==> src/rtl/rxu_pkg.sv <==
package rxu_pkg;
  typedef enum logic [2:0] {
    SS_IDLE,
    SS_DATA,
    SS_PAR,
    SS_STOP,
    SS_HUNT
  } ss_state_e;
endpackage

==> src/rtl/rxu_sync_packer.sv <==
module rxu_sync_packer #(
  parameter int DATA_W = 8
) (
  input  logic              clk,
  input  logic              rst_n,
  input  logic              en,
  input  logic              stb,
  input  logic              bit_in,
  output logic              xfer_o,
  output logic [DATA_W-1:0] data_o
);
  localparam int CNT_W = (DATA_W > 1) ? $clog2(DATA_W) : 1;
  localparam logic [CNT_W-1:0] LAST = CNT_W'(DATA_W - 1);

  logic [CNT_W-1:0]  cnt_q;
  logic [DATA_W-1:0] acc_q;
  logic [DATA_W-1:0] acc_w;

  // current bit merged into its slot, so the last bit is part of the byte
  always_comb begin
    acc_w = acc_q;
    acc_w[cnt_q] = bit_in;
  end

  always_ff @(posedge clk) begin
    if (!rst_n || !en) begin
      cnt_q <= '0;
      acc_q <= '0;
    end else if (stb) begin
      acc_q <= acc_w;
      cnt_q <= (cnt_q == LAST) ? '0 : cnt_q + 1'b1;
    end
  end

  assign xfer_o = en && stb && (cnt_q == LAST);
  assign data_o = acc_w;
endmodule

==> src/rtl/rxu_frame_fsm.sv <==
module rxu_frame_fsm
  import rxu_pkg::*;
#(
  parameter int DATA_W  = 8,
  parameter int MIN_LEN = 5,
  parameter int LEN_W   = 2
) (
  input  logic              clk,
  input  logic              rst_n,
  input  logic              en,
  input  logic              stb,
  input  logic              bit_in,
  input  logic [LEN_W-1:0]  len_sel,
  input  logic              par_en,
  output logic              xfer_o,
  output logic [DATA_W-1:0] data_o,
  output logic              stop_bad_o,
  output logic              even_par_o
);
  localparam int CNT_W = (DATA_W > 1) ? $clog2(DATA_W) : 1;
  localparam int LV_W  = $clog2(DATA_W + 1) + 1;

  ss_state_e         st_q;
  logic [LV_W-1:0]   cnt_q;
  logic [LV_W-1:0]   len_last;
  logic [DATA_W-1:0] shreg_q;
  logic              odd_q;

  assign len_last = LV_W'(MIN_LEN) + LV_W'(len_sel) - LV_W'(1);

  always_ff @(posedge clk) begin
    if (!rst_n) begin
      st_q    <= SS_IDLE;
      cnt_q   <= '0;
      shreg_q <= '0;
      odd_q   <= 1'b0;
    end else if (!en) begin
      st_q <= SS_IDLE;
    end else if (stb) begin
      case (st_q)
        SS_IDLE: begin
          if (!bit_in) begin
            st_q    <= SS_DATA;
            cnt_q   <= '0;
            shreg_q <= '0;
            odd_q   <= 1'b0;
          end
        end
        SS_DATA: begin
          shreg_q[cnt_q[CNT_W-1:0]] <= bit_in;
          odd_q <= odd_q ^ bit_in;
          if (cnt_q == len_last) begin
            st_q <= par_en ? SS_PAR : SS_STOP;
          end else begin
            cnt_q <= cnt_q + 1'b1;
          end
        end
        SS_PAR: begin
          odd_q <= odd_q ^ bit_in;
          st_q  <= SS_STOP;
        end
        SS_STOP: st_q <= bit_in ? SS_IDLE : SS_HUNT;
        SS_HUNT: if (bit_in) st_q <= SS_IDLE;
        default: st_q <= SS_IDLE;
      endcase
    end
  end

  assign xfer_o     = en && stb && (st_q == SS_STOP);
  assign data_o     = shreg_q;
  assign stop_bad_o = ~bit_in;
  assign even_par_o = ~odd_q;
endmodule

==> src/rtl/rxu_status_regs.sv <==
module rxu_status_regs #(
  parameter int DATA_W = 8
) (
  input  logic              clk,
  input  logic              rst_n,
  input  logic              xfer,
  input  logic [DATA_W-1:0] xfer_data,
  input  logic              ss_upd,
  input  logic              stop_bad,
  input  logic              even_in,
  input  logic              rd,
  output logic [DATA_W-1:0] data_q,
  output logic              valid_q,
  output logic              ovf_q,
  output logic              frm_q,
  output logic              even_q
);
  logic rd_fire;
  assign rd_fire = rd && valid_q;

  always_ff @(posedge clk) begin
    if (!rst_n) begin
      data_q  <= '0;
      valid_q <= 1'b0;
      ovf_q   <= 1'b0;
      frm_q   <= 1'b0;
      even_q  <= 1'b0;
    end else begin
      if (xfer) data_q <= xfer_data;
      if (xfer)         valid_q <= 1'b1;
      else if (rd_fire) valid_q <= 1'b0;
      if (xfer && valid_q && !rd) ovf_q <= 1'b1;
      else if (rd_fire)           ovf_q <= 1'b0;
      if (ss_upd) begin
        frm_q  <= stop_bad;
        even_q <= even_in;
      end
    end
  end
endmodule

==> src/rtl/serial_rx_deframer.sv <==
module serial_rx_deframer #(
  parameter int DATA_W  = 8,
  parameter int MIN_LEN = 5,
  parameter int LEN_W   = 2
) (
  input  logic              clk,
  input  logic              rst_n,
  input  logic              bit_in,
  input  logic              bit_stb,
  input  logic              sync_mode,
  input  logic [LEN_W-1:0]  len_sel,
  input  logic              par_en,
  output logic [DATA_W-1:0] rx_data,
  output logic              rx_valid,
  input  logic              rx_ready,
  output logic              rx_ovf,
  output logic              frm_err,
  output logic              even_par
);
  logic              sy_xfer, ss_xfer, ss_stop_bad, ss_even;
  logic [DATA_W-1:0] sy_data, ss_data;

  rxu_sync_packer #(.DATA_W(DATA_W)) packer_i (
    .clk(clk), .rst_n(rst_n), .en(sync_mode), .stb(bit_stb),
    .bit_in(bit_in), .xfer_o(sy_xfer), .data_o(sy_data)
  );

  rxu_frame_fsm #(.DATA_W(DATA_W), .MIN_LEN(MIN_LEN), .LEN_W(LEN_W)) frame_i (
    .clk(clk), .rst_n(rst_n), .en(~sync_mode), .stb(bit_stb),
    .bit_in(bit_in), .len_sel(len_sel), .par_en(par_en),
    .xfer_o(ss_xfer), .data_o(ss_data), .stop_bad_o(ss_stop_bad),
    .even_par_o(ss_even)
  );

  rxu_status_regs #(.DATA_W(DATA_W)) regs_i (
    .clk(clk), .rst_n(rst_n),
    .xfer(sy_xfer | ss_xfer),
    .xfer_data(sync_mode ? sy_data : ss_data),
    .ss_upd(ss_xfer), .stop_bad(ss_stop_bad), .even_in(ss_even),
    .rd(rx_ready),
    .data_q(rx_data), .valid_q(rx_valid), .ovf_q(rx_ovf),
    .frm_q(frm_err), .even_q(even_par)
  );
endmodule

==> config.mk <==
export PLATFORM = sky130hd
export DESIGN_NAME = serial_rx_deframer
export DESIGN_NICKNAME = d
export VERILOG_FILES = /design/src/rtl/rxu_pkg.sv /design/src/rtl/rxu_sync_packer.sv /design/src/rtl/rxu_frame_fsm.sv /design/src/rtl/rxu_status_regs.sv /design/src/rtl/serial_rx_deframer.sv
export SDC_FILE = /design/constraint.sdc
export NUM_CORES = 1
export LEC_CHECK = 0
export CAP_MARGIN = 40
export CORE_MARGIN = 1.5
export CORE_UTILIZATION = 65
export CTS_CLUSTER_SIZE = 28
export DETAILED_ROUTE_END_ITERATION = 8
export DONT_BUFFER_PORTS = 1
export PLACE_DENSITY = 0.81
export SYNTH_ARGS = -nofsm -noshare
export SYNTH_HDL_FRONTEND = slang
export SYNTH_SLANG_ARGS = --single-unit
==> constraint.sdc <==
create_clock -name clk -period 3.1 [get_ports clk]
set_clock_uncertainty 0.2 [all_clocks]
set_input_delay 0.31 -clock clk [delete_from_list [all_inputs] [get_ports clk]]
set_output_delay 0.31 -clock clk [all_outputs]
set_load 0.05 [all_outputs]
==> results.cfg, run 1 <==
[run_status]
status = finished, final reports clean

[drt]
drtPass1Iterations = 4
drc = 0
ant_nets = 0
drt_wl_total_um = 4710
via_per_inst = 6.20
routedWlPerCell_um = 16.0
vias = 1824
drt-initial-drc-count = 121

[die]
start_util_pct = 69.3
rows = 20
die_area_um2 = 3640
io_pins = 21
core_area_um2 = 3080
die_h_um = 60.3
die_x_um = 60.3

[critical_path]
cp-end-kind = flop
worst_setup_path_start_kind = flop
cp.buffers_inverters = 1
cp_max_fo = 18
crit_slowest_cell = dfxtp_1
path_cells = ha_1 -> ha_1 -> nand2_1 -> a21oi_1 -> buf_4 -> nand2_1 -> o22ai_1
required_ns = 3.18
worstSetupPathType = flop to flop
crit_family = flip-flops
worstPathArrival_ns = 2.36
slowest_delay_ns = 0.67

[sta]
maxSlewViolCount = 0
max_slew_margin_pct = 52.7
post-route-period-util_pct = 73.7
finalSetupTns_ns = 0
setup_viol = 0
fmax_ghz = 0.438
finalHoldViolCount = 0
rsz0062_at_grt = no
tightest_slew_ns = 0.708
fin_crit_ns = 2.28

[synth]
yosysUniqueCellTypes = 40
yosys_warnings = 0
synth_fp_nets = 268
seq_area_frac_synth_pct = 37.5
syn_area_per_cell_um2 = 8.34
syn_inst = 256
syn_area_um2 = 2130
synth_seq_cells = 40

[cts]
cts_tree = done
clk_pin_slew_ns = 0.12
clockBufferDepth = 2
htree_levels = 2
cts_resized = 0
insertion_delay_ns = 0.36
numClockSinks = 40
cts.root.buffer_cell = clkbuf_4
numCtsBuffers = 5

[placement]
gp_congestion = 0.830
placed_area_um2 = 2120
io_buffer_count = 0
hpwl_um = 2970

[grt]
grt_overflow = 0
grt_pass1_vias = 1587
grtUsageTotal_pct = 28.2
antenna_found_initial = 0
grt_max_degree = 19
grt_pass1_wl_um = 7600

[run]
cap_viol_max_count = 0

[layout]
postLayoutCellArea_um2 = 2300
final_common_cell = dfxtp_1
final_cell_mix = 40 x dfxtp_1, 28 x nor2_1, 20 x a21oi_1
drive_gt1_share_pct = 10.0
synthToLayoutAreaGrowth_pct = 7.56
seqCellArea_um2 = 801
fillers = 253
antennaDiodeCount = 0
final_nets = 261
multi_input_area_um2 = 1230

[worst_hold_path]
hp-class = primary input to flop

[power]
p_per_area_nw_per_um2 = 477
leakagePower_nw = 0.834
ir_worst_vdd_mv = 0.386
## routing by layer
| metal | track usage (%) | share of wire [%] | vias up |
|---|---|---|---|
| met1 | 40.8 | 46 | 873 |
| met3 | 6.49 | 4.8 | 4 |
| met5 | 0 | 0 | - |
| met4 | 8.25 | 0.70 | 0 |
| met2 | 41.9 | 48 | 45 |
| li1 | - | - | 902 |
## cell type report
| type | instances | share of cell area (%) |
|---|---|---|
| tap | 44 | 2.40 |
| timing repair buffer | 6 | 2.51 |
| inverter | 6 | 0.981 |
| clock buffer | 5 | 1.63 |
| sequential | 40 | 34.9 |
| clock inverter | 3 | 3.92 |
| multi-input combinational | 190 | 53.7 |
## worst paths after layout
kind / slack [ns] / cells after the start / end / startpoint
worst max-delay path: 0.82 / 7 / regs_i.data_q[5] / packer_i.cnt_q[1]
worst min-delay path: 0.01 / 4 / packer_i.cnt_q[1] / bit_stb
worst max register to register: 0.82 / 7 / regs_i.data_q[5] / packer_i.cnt_q[1]
worst min register to register: 0.29 / 2 / frame_i.data_o[5] / frame_i.data_o[5]
## flip-flops by register name, indices dropped and copies added, names as in the netlist
signal	flops
frame_i.cnt_q	5
regs_i.even_q	1
frame_i.data_o	8
regs_i.data_q	8
regs_i.ovf_q	1
regs_i.frm_q	1
frame_i.st_q	3
packer_i.acc_q	8
packer_i.cnt_q	3
regs_i.valid_q	1
frame_i.odd_q	1
## metrics by stage
stage / instances / power, mW / worst slack [ns] / hold WS (ns) / util (%)
6_report: 294 / 1.09 / 0.816 / 0.0122 / 74.6
5_1_grt: 294 / 1.13 / 0.695 / 0.0176 / 74.6
4_1_cts: 294 / 1.10 / 0.884 / 0.000581 / 74.6
3_5_place_dp: 281 / 0.578 / 0.970 / 0.212 / 68.8
3_3_place_gp: 281 / 0.577 / 1.06 / 0.210 / 68.8
2_1_floorplan: 256 / 0.581 / 1.28 / 0.211 / -
## synth_stat cells
cell / number / area [µm²]
inv_1: 5 / 18.8
xor2_1: 3 / 26.3
buf_1: 1 / 3.75
or4b_2: 1 / 10.0
a21boi_0: 3 / 22.5
dfxtp_1: 40 / 801
nand3_1: 10 / 50.1
mux2_2: 8 / 90.1
and3_1: 2 / 12.5
a41o_1: 1 / 10.0
nand4b_1: 4 / 35.0
a211oi_1: 3 / 22.5
o21ai_0: 15 / 75.1
or3_4: 1 / 11.3
nand3b_1: 3 / 22.5
ha_1: 3 / 37.5
nand4bb_1: 1 / 11.3
a21o_1: 1 / 7.51
nor3_1: 10 / 50.1
clkinv_1: 1 / 3.75
or3b_2: 2 / 17.5
o22ai_1: 8 / 50.1
or3b_4: 1 / 11.3
nor2b_1: 4 / 25.0
nand2b_1: 3 / 18.8
nand4_1: 2 / 12.5
o21a_1: 3 / 22.5
nor2_1: 28 / 105
a21oi_1: 20 / 100
nand2_1: 18 / 67.6
a2111oi_0: 2 / 17.5
a31o_2: 1 / 8.76
buf_2: 3 / 15.0
nor3b_2: 1 / 12.5
mux2i_1: 17 / 170
clkbuf_1: 16 / 60.1
or3_1: 3 / 18.8
a32oi_1: 1 / 8.76
nor3b_1: 6 / 45.0
o311ai_4: 1 / 26.3
## cells by family after synthesis
| logic type | synth area share (%) |
|---|---|
| AO/OA/AOI/OAI | 17.4 |
| adder cells (fa/ha/maj) | 1.76 |
| buffers and inverters | 4.75 |
| multiplexers | 12.2 |
| flip-flops | 37.5 |
| AND/OR/NAND/NOR | 25.1 |
| XOR/XNOR | 1.23 |
## what timing repair did
action | in CTS | in global routing
endpoints found under the hold margin | 33 | 0
hold buffers | 5 | 0
setup buffers | 0 | 0
endpoints found under the setup margin | 0 | 0
## power breakdown
| group | internal [mW] | switching, mW | total (mW) |
|---|---|---|---|
| clock | 0.332 | 0.181 | 0.513 |
| sequential | 0.516 | 0.00574 | 0.522 |
| combinational | 0.0241 | 0.0348 | 0.0589 |
| total | 0.872 | 0.222 | 1.09 |
## worst register-to-register path: cells and delay by family, from the launching register on
family / cells / cell delay [ns]
compound gates: 2 / 0.42
buf+inv: 1 / 0.21
fa+ha+maj: 2 / 0.44
simple gates: 2 / 0.26
flops: 1 / 0.67
No activity file was read; power rests on OpenSTA's default activity.
==> run 2, diff against run 1 <==
--- a/config.mk
+++ b/config.mk
@@ -7,11 +7,11 @@
 export LEC_CHECK = 0
 export CAP_MARGIN = 40
 export CORE_MARGIN = 1.5
-export CORE_UTILIZATION = 65
+export CORE_UTILIZATION = 62
 export CTS_CLUSTER_SIZE = 28
 export DETAILED_ROUTE_END_ITERATION = 8
 export DONT_BUFFER_PORTS = 1
-export PLACE_DENSITY = 0.81
+export PLACE_DENSITY = 0.78
 export SYNTH_ARGS = -nofsm -noshare
 export SYNTH_HDL_FRONTEND = slang
 export SYNTH_SLANG_ARGS = --single-unit
==> constraint.sdc (replaced) <==
create_clock -name clk -period 2.3 [get_ports clk]
set_clock_uncertainty 0.2 [all_clocks]
set_input_delay 0.23 -clock clk [delete_from_list [all_inputs] [get_ports clk]]
set_output_delay 0.23 -clock clk [all_outputs]
set_load 0.05 [all_outputs]
==> run 2 against run 1 <==
Critical path depth shrank 1. Final cell count grew 5.1%. Register-to-register slack lost 0.64 ns. Clock power shrank 5.7%. Total power grew 17%. Non-clock buffer count grew 13. Design area grew 3.7%. Critical endpoint is now regs_i.frm_q. Largest cell class unchanged. Sequential share of layout area shrank 1.0 points. Via count grew 3.8%. Wire length grew 5.9%. Utilization shrank 2.7 points. Die area grew 4.6%. Largest power group unchanged.
==> results.cfg, run 2 (synthesized netlist as in run 1, its figures left out) <==
[run_status]
status = finished, final reports clean

[sta]
fin_crit_ns = 2.12
maxSlewViolCount = 0
fmax_ghz = 0.472
max_slew_margin_pct = 58.0
rsz0062_at_grt = no
finalHoldViolCount = 0
post-route-period-util_pct = 92.2
finalSetupTns_ns = 0
setup_viol = 0
tightest_slew_ns = 0.629

[placement]
dp.cells = 288
io_buffer_count = 0
hpwl_um = 3100
placed_area_um2 = 2160
gp_congestion = 0.791

[drt]
via_per_inst = 6.13
drtPass1Iterations = 4
routedWlPerCell_um = 16.1
drc = 0
vias = 1894
drt_wl_total_um = 4990
drt-initial-drc-count = 123
ant_nets = 0

[cts]
cts.root.buffer_cell = clkbuf_4
numCtsBuffers = 5
insertion_delay_ns = 0.35
numClockSinks = 40
clk_pin_slew_ns = 0.13
htree_levels = 2
cts_tree = done
clockBufferDepth = 2

[critical_path]
rr_worst_depth = 6
worstPathArrival_ns = 2.23
worstSetupPathType = flop to flop
reg2reg_to = regs_i.frm_q
slowest_delay_ns = 0.57
path_cells = nor3b_1 -> buf_4 -> and3_1 -> nor2_1 -> a211oi_1 -> dlygate4sd3_1
cp-end-kind = flop
crit_slowest_cell = dlygate4sd3_1
r2r_slack_ns = 0.18
cp_num_cells = 6
crit_family = buffers and inverters
required_ns = 2.41
worst_setup_path_start_kind = flop
worstReg2RegStart = frame_i.st_q[2]
cp.buffers_inverters = 2
cp_max_fo = 10

[grt]
grt_max_degree = 18
grt_pass1_vias = 1646
grt_pass1_wl_um = 7920
grt_overflow = 0
antenna_found_initial = 0
grtUsageTotal_pct = 28.8

[power]
ir_worst_vdd_mv = 0.385
p_per_area_nw_per_um2 = 536
power.total_mw = 1.28
leakagePower_nw = 0.887

[die]
io_pins = 21
die_area_um2 = 3800
die_x_um = 61.7
die_h_um = 61.7
core_area_um2 = 3310
rows = 21
start_util_pct = 64.5

[layout]
stdcell_count = 309
antennaDiodeCount = 0
postLayoutCellArea_um2 = 2380
drive_gt1_share_pct = 15.2
final_common_cell = dfxtp_1
final_nets = 274
fillers = 288
synthToLayoutAreaGrowth_pct = 11.5
final_cell_mix = 36 x dfxtp_1, 28 x nor2_1, 20 x a21oi_1

[worst_hold_path]
hp-class = primary input to flop
hold_end = frame_i.odd_q
worstHoldStart = bit_in
hold_path_depth = 3

[run]
cap_viol_max_count = 0
==> run 2: changes by cell type in the layout (fill, tap and decap cells not counted), moves of 2 or more <==
cell,change
clkinv_4,+2
dlymetal6s4s_1,+2
dfxtp_2,+4
buf_4,+9
dlygate4sd3_1,+2
bufinv_16,-2
dfxtp_1,-4
==> run 2: where the power goes <==
part / switching, mW / internal [mW] / leakage, nW / total (mW)
clock: 0.252 / 0.232 / 0.0454 / 0.484
sequential: 0.00420 / 0.696 / 0.324 / 0.700
combinational: 0.0552 / 0.0357 / 0.518 / 0.0908
total: 0.311 / 0.964 / 0.887 / 1.28
==> run 2: layer usage <==
| metal | GRT usage (%) | share of wire, % | wire length [µm] | up-vias |
|---|---|---|---|---|
| met4 | 7.29 | 1.0 | 51 | 0 |
| met1 | 37.7 | 45 | 2240 | 910 |
| li1 | - | - | - | 933 |
| met2 | 46.9 | 50 | 2490 | 46 |
| met5 | 0 | 0 | 0 | - |
| met3 | 7.98 | 4.2 | 209 | 5 |
==> run 2: final cells by class <==
class / instances / area (µm²) / share of cell area (%)
Inverter: 6 / 26.3 / 1.10
Timing Repair Buffer: 19 / 170 / 7.15
Clock inverter: 3 / 47.5 / 2.00
Multi-Input combinational cell: 190 / 1230 / 51.9
Sequential cell: 40 / 806 / 33.9
Clock buffer: 5 / 37.5 / 1.58
Tap cell: 46 / 57.6 / 2.42
==> run 2: metrics by stage <==
stage          setup slack [ns]  util (%)  hold slack, ns
6_report                  0.179      71.9          0.0183
5_1_grt                  0.0602      71.9         0.00288
4_1_cts                  0.0341      70.8         0.00283
3_5_place_dp              0.346      65.2           0.131
3_3_place_gp              0.388      65.2           0.130
2_1_floorplan             0.482         -           0.131
==> run 2: what timing repair did <==
item | CTS | global route
hold endpoints to repair | 40 | 0
hold buffers | 10 | 0
resized for setup | 0 | 8
setup buffers | 0 | 4
setup endpoints to repair | 0 | 2
==> run 2: tightest hold or removal path: stages <==
cell and delay (ns):
nand3_1 0.06, mux2i_1 0.12, a2111oi_0 0.12
==> run 2: worst max-delay path by stage <==
stage                     slack (ns)         startpoint           endpoint
final                           0.18    frame_i.st_q[2]       regs_i.frm_q
after global routing            0.06    frame_i.st_q[2]       regs_i.frm_q
after floorplan                 0.48    frame_i.st_q[2]  frame_i.data_o[7]
after global placement          0.39    frame_i.st_q[0]   frame_i.cnt_q[4]
after CTS                       0.03  packer_i.cnt_q[2]       regs_i.ovf_q
after detailed placement        0.35    frame_i.st_q[0]   frame_i.cnt_q[4]
